==> config.mk <==
export PLATFORM = sky130hd
export DESIGN_NAME = uart_rxe_status
export DESIGN_NICKNAME = d
export VERILOG_FILES = /design/src/rtl/uart_rxe_pkg.sv /design/src/rtl/uart_rxe_flag.sv /design/src/rtl/uart_rxe_ctrl.sv /design/src/rtl/uart_rxe_status.sv
export SDC_FILE = /design/constraint.sdc
export NUM_CORES = 1
export LEC_CHECK = 0
export ABC_AREA = 1
export BUFFER_PORTS_ARGS = -buffer_cell sky130_fd_sc_hd__buf_2
export CAP_MARGIN = 20
export CORE_ASPECT_RATIO = 1.75
export CORE_UTILIZATION = 37
export CTS_CLUSTER_DIAMETER = 80
export DETAILED_ROUTE_END_ITERATION = 7
export GPL_ROUTABILITY_DRIVEN = 0
export PLACE_DENSITY = 0.82
export SLEW_MARGIN = 25
export SYNTH_ARGS = -nofsm -noshare
export SYNTH_HDL_FRONTEND = slang
export SYNTH_SLANG_ARGS = --single-unit
==> constraint.sdc <==
create_clock -name clk -period 1.7 [get_ports clk]
set_input_delay 0.255 -clock clk [delete_from_list [all_inputs] [get_ports clk]]
set_output_delay 0.255 -clock clk [all_outputs]
set_load 0.05 [all_outputs]
==> src/rtl/uart_rxe_pkg.sv <==
package uart_rxe_pkg;
   typedef enum logic [1:0] {
      ADDR_CTRL  = 2'd0,
      ADDR_STATE = 2'd1,
      ADDR_CMD   = 2'd2
   } rxe_addr_e;

   localparam int NUM_ERR = 3;  // 0 parity, 1 framing, 2 overrun

   // state word positions
   localparam int ST_RXEN = 0;
   localparam int ST_PAR  = 16;
   localparam int ST_FRM  = 17;
   localparam int ST_OVR  = 19;

   // command word bits
   localparam int CMD_RX_OFF  = 0;
   localparam int CMD_RX_ON   = 1;
   localparam int CMD_CLR_PAR = 2;
   localparam int CMD_CLR_FRM = 3;
   localparam int CMD_CLR_OVR = 5;

   // control word bits
   localparam int CT_ODD  = 5;
   localparam int CT_STOP = 7;
   localparam int CT_PEN  = 16;
   localparam int CT_FEN  = 17;
   localparam int CT_OEN  = 19;
   localparam int CT_TEN  = 20;
   localparam logic [2:0] MODE_8BIT = 3'd0;
   localparam logic [2:0] MODE_7BIT = 3'd2;
   localparam logic [31:0] CTRL_MASK = 32'h001B_00A7;

   localparam int MIN_DATA_W = CT_TEN + 1;
endpackage

==> src/rtl/uart_rxe_flag.sv <==
module uart_rxe_flag (
   input  logic clk,
   input  logic rst_n,
   input  logic hit,
   input  logic clr,
   output logic flag
);
   always_ff @(posedge clk or negedge rst_n) begin
      if (!rst_n)   flag <= 1'b0;
      else if (hit) flag <= 1'b1;
      else if (clr) flag <= 1'b0;
   end
endmodule

==> src/rtl/uart_rxe_ctrl.sv <==
module uart_rxe_ctrl #(
   parameter int         DATA_W    = 32,
   parameter logic       RXEN_RST  = 1'b0
) (
   input  logic              clk,
   input  logic              rst_n,
   input  logic              ctrl_wr,
   input  logic [DATA_W-1:0] wdata,
   input  logic              rx_on,
   input  logic              rx_off,
   output logic [DATA_W-1:0] ctrl_q,
   output logic              rx_en_q
);
   import uart_rxe_pkg::*;
   localparam logic [DATA_W-1:0] KEEP = DATA_W'(CTRL_MASK);

   always_ff @(posedge clk or negedge rst_n) begin
      if (!rst_n)       ctrl_q <= '0;
      else if (ctrl_wr) ctrl_q <= wdata & KEEP;
   end

   always_ff @(posedge clk or negedge rst_n) begin
      if (!rst_n)      rx_en_q <= RXEN_RST;
      else if (rx_off) rx_en_q <= 1'b0;
      else if (rx_on)  rx_en_q <= 1'b1;
   end
endmodule

==> src/rtl/uart_rxe_status.sv <==
module uart_rxe_status #(
   parameter int   DATA_W   = 32,
   parameter int   CHAR_W   = 8,
   parameter logic RXEN_RST = 1'b0,
   parameter logic IRQ_REG  = 1'b0
) (
   input  logic              clk,
   input  logic              rst_n,
   input  logic              wr_en,
   input  logic [1:0]        wr_addr,
   input  logic [DATA_W-1:0] wr_data,
   input  logic [1:0]        rd_addr,
   output logic [DATA_W-1:0] rd_data,
   input  logic              par_err_i,
   input  logic              frm_err_i,
   input  logic              ovr_err_i,
   input  logic              char_vld_i,
   input  logic [CHAR_W-1:0] char_i,
   output logic              char_vld_o,
   output logic [CHAR_W-1:0] char_o,
   output logic              cfg_char7_o,
   output logic              cfg_odd_o,
   output logic              cfg_two_stop_o,
   output logic              err_irq_o
);
   import uart_rxe_pkg::*;

   if (DATA_W < MIN_DATA_W) begin : g_bad_width
      $error("DATA_W too small for control/state layout");
   end
   if (CHAR_W < 7) begin : g_bad_char
      $error("CHAR_W must hold a 7-bit character");
   end

   localparam int ST_POS  [NUM_ERR] = '{ST_PAR, ST_FRM, ST_OVR};
   localparam int CLR_POS [NUM_ERR] = '{CMD_CLR_PAR, CMD_CLR_FRM, CMD_CLR_OVR};
   localparam int EN_POS  [NUM_ERR] = '{CT_PEN, CT_FEN, CT_OEN};

   logic              ctrl_wr, cmd_wr;
   logic [DATA_W-1:0] ctrl_q;
   logic              rx_en_q;
   logic [NUM_ERR-1:0] err_evt, evt_en, err_hit, err_clr, err_flag;
   logic [5:0]        cmd_bits;
   logic [DATA_W-1:0] state_word;

   assign ctrl_wr  = wr_en && (wr_addr == ADDR_CTRL);
   assign cmd_wr   = wr_en && (wr_addr == ADDR_CMD);
   assign cmd_bits = wr_data[5:0];
   assign err_evt  = {ovr_err_i, frm_err_i, par_err_i};

   uart_rxe_ctrl #(.DATA_W(DATA_W), .RXEN_RST(RXEN_RST)) u_ctrl (
      .clk     (clk),
      .rst_n   (rst_n),
      .ctrl_wr (ctrl_wr),
      .wdata   (wr_data),
      .rx_on   (cmd_wr && cmd_bits[CMD_RX_ON]),
      .rx_off  (cmd_wr && cmd_bits[CMD_RX_OFF]),
      .ctrl_q  (ctrl_q),
      .rx_en_q (rx_en_q)
   );

   for (genvar i = 0; i < NUM_ERR; i++) begin : g_err
      assign evt_en[i]  = ctrl_q[EN_POS[i]];
      assign err_hit[i] = err_evt[i] && evt_en[i] && rx_en_q;
      assign err_clr[i] = cmd_wr && cmd_bits[CLR_POS[i]];
      uart_rxe_flag u_flag (
         .clk   (clk),
         .rst_n (rst_n),
         .hit   (err_hit[i]),
         .clr   (err_clr[i]),
         .flag  (err_flag[i])
      );
   end

   always_comb begin
      state_word          = '0;
      state_word[ST_RXEN] = rx_en_q;
      for (int k = 0; k < NUM_ERR; k++) state_word[ST_POS[k]] = err_flag[k];
   end

   always_comb begin
      unique case (rd_addr)
         ADDR_CTRL:  rd_data = ctrl_q;
         ADDR_STATE: rd_data = state_word;
         default:    rd_data = '0;
      endcase
   end

   assign char_vld_o     = char_vld_i && rx_en_q;
   assign char_o         = char_i;
   assign cfg_char7_o    = (ctrl_q[2:0] == MODE_7BIT);
   assign cfg_odd_o      = ctrl_q[CT_ODD];
   assign cfg_two_stop_o = ctrl_q[CT_STOP];

   if (IRQ_REG) begin : g_irq_reg
      always_ff @(posedge clk or negedge rst_n) begin
         if (!rst_n) err_irq_o <= 1'b0;
         else        err_irq_o <= |err_flag;
      end
   end else begin : g_irq_comb
      assign err_irq_o = |err_flag;
   end
endmodule


==> impl_metrics.env <==
export IMPL_seq_area_um2=325.3
export IMPL_power_mw=1.143
export IMPL_max_cap_viol_count=0
export IMPL_synthCells=122
export IMPL_avgSynthCellArea_um2=7.517
export IMPL_drive_gt1_share_pct=26.67
export IMPL_cts_root_buffer="clkbuf_8"
export IMPL_min_path_type="in2reg"
export IMPL_synth_top_cell_area_share_pct=35.47
export IMPL_drt_first_pass_iters=4
export IMPL_cts_buffers=3
export IMPL_grt_pass1_wl_um=2704
export IMPL_path_class="reg2out"
export IMPL_multi_input_area_um2=366.6
export IMPL_place_ws_ps=314.3
export IMPL_seq_area_frac_synth_pct=35.47
export IMPL_drtAntennaViolNets=0
export IMPL_ys_warn_count=0
export IMPL_synthTopCellsByArea="dfrtp_1 35%, buf_4 25%, nand2_1 10%"
export IMPL_fmax_mhz=692.4
export IMPL_die_h_um=67.86
export IMPL_vias_per_cell=4.423
export IMPL_grt_max_degree=15
export IMPL_grt_total_usage_pct=14.28
export IMPL_vdd_drop_max_v=0.0005030
export IMPL_grt_overflow_total=0
export IMPL_setup_worst_path_end_class="output port"
export IMPL_routedWlPerCell_um=9.851
export IMPL_antenna_found_initial=0
export IMPL_path_clk_slew_ps=50
export IMPL_final_area_um2=1012
export IMPL_htree_num_levels=1
export IMPL_dieArea_um2=2690
export IMPL_fin_ws_ps=255.7
export IMPL_dpl_instance_area_um2=957.2
export IMPL_final_nets=202
export IMPL_min_period_ps=1444
export IMPL_dp_hpwl_um=1354
export IMPL_io_buffers=34
export IMPL_core_um2=2302
export IMPL_area_growth_pct=10.37
export IMPL_io_pins=96
export IMPL_drc=0
export IMPL_n_antenna_cell=0
export IMPL_status="finished, final reports clean"
export IMPL_ys_types=17
export IMPL_die_w_um=39.64
export IMPL_synth_area_um2=917.1
export IMPL_slew_violations=0
export IMPL_vias=774
export IMPL_ys_ff_latch=13
export IMPL_arrival_ps=1190
export IMPL_fin_crit_sh_pct=84.96
export IMPL_nFillCells=240
export IMPL_cts_setup_buffers=0
export IMPL_clock_sinks=13
export IMPL_required_ps=1440
export IMPL_synth_top_area_cell="dfrtp_1"
export IMPL_hold_viol_final=0
export IMPL_fin_setup_tns_ps=0
export IMPL_clk_path_buf_depth=2
export IMPL_drtIter0Drc=16
export IMPL_path_max_fanout=5
export IMPL_first_global_vias=706
export IMPL_setup_viol=0
export IMPL_power_density_nw_per_um2=1129
export IMPL_fp_row_count=23
export IMPL_rsz0062_at_grt="no"
export IMPL_start_util_pct=39.84
export IMPL_cts_tree="done"
export IMPL_clk_insertion_delay_late_ps=240
export IMPL_fin_skew_ps=0.4217
export IMPL_totalWireLength_um=1724
export IMPL_p_leak_nw=0.6239
export IMPL_critPathLaunchType="flip-flop"
## path summary, 6_finish.rpt
kind,start,end,slack (ps),cells after the start
min in group asynchronous,rst_n,u_ctrl.ctrl_q[5],420,2
hold / removal,wr_data[17],u_ctrl.ctrl_q[17],240,3
setup reg to reg,u_ctrl.rx_en_q,u_ctrl.rx_en_q,990,2
setup / recovery,u_ctrl.rx_en_q,rd_data[0],260,3
max in group asynchronous,rst_n,u_ctrl.ctrl_q[16],1060,2
hold reg to reg,u_ctrl.ctrl_q[1],u_ctrl.ctrl_q[1],470,2
## logic make-up after synthesis
logic type	after synthesis	share of synthesized area, %
AND/OR/NAND/NOR	52	26.19
AO/OA/AOI/OAI	6	3.818
other	1	0.4089
buffers and inverters	50	34.11
flip-flops	13	35.47
## repair_timing
item	CTS	global route
endpoints found under the setup margin	0	0
resized for setup	0	0
hold buffers	1	0
hold endpoints to repair	13	0
## cell usage after synthesis, drive strengths merged
cell and count:
nor2 7, or2 1, nand3 13, nand2 26
conb 1, nand4 4, nor3 1, o22ai 4
a21oi 1, buf 33, o21ai 1, dfrtp 13
inv 17
## critical path, cell delays in order, from the launching register on
cell and delay, ps:
dfrtp_1 420, inv_1 80, o22ai_1 160, buf_2 280
## metal layers
layer	wire, um	global-route usage, %	part of all wire, %
met1	645	15.21	37
met2	870	24.18	50
met3	133	2.273	7.7
met4	74	9.914	4.3
met5	0	0	0
## layout make-up
cell class	instances	area share, %
Clock buffer	4	4.450
Inverter	17	6.304
Multi-Input combinational cell	81	36.22
Sequential cell	13	32.14
Tap cell	25	3.090
Timing Repair Buffer	35	17.80
## flip-flops by register name (all words and copies together) (netlist names)
name and cells:
u_ctrl.rx_en_q 1, g_err.u_flag.flag 3, u_ctrl.ctrl_q 9
## per-stage QoR
stage | cells | utilization (%) | hold WS, ps
floorplan | 144 | - | -40.59
finish | 175 | 43.97 | 244.6
global route | 175 | 43.97 | 261.5
global placement | 170 | 41.58 | 148.8
CTS | 175 | 43.97 | 246.3
detailed placement | 170 | 41.58 | 151.6
## cells in the final DEF (no fill, tap or decap), drive strengths merged
| cell type | n |
|---|---|
| buf | 34 |
| nand2 | 26 |
| conb | 23 |
| inv | 17 |
| nand3 | 13 |
| dfrtp | 13 |
| nor2 | 7 |
| o22ai | 4 |
| nand4 | 4 |
| clkbuf | 4 |
| or2 | 1 |
| nor3 | 1 |
| o21ai | 1 |
| a21oi | 1 |
| dlygate4sd3 | 1 |
## report_power, final
group          leakage (nW)  switching, mW  internal (mW)
Clock                0.0228          0.103          0.165
Combinational         0.444          0.358         0.0958
Sequential            0.158         0.0478          0.373
Total                 0.624          0.509          0.634
No activity file was read; power rests on OpenSTA's default activity.
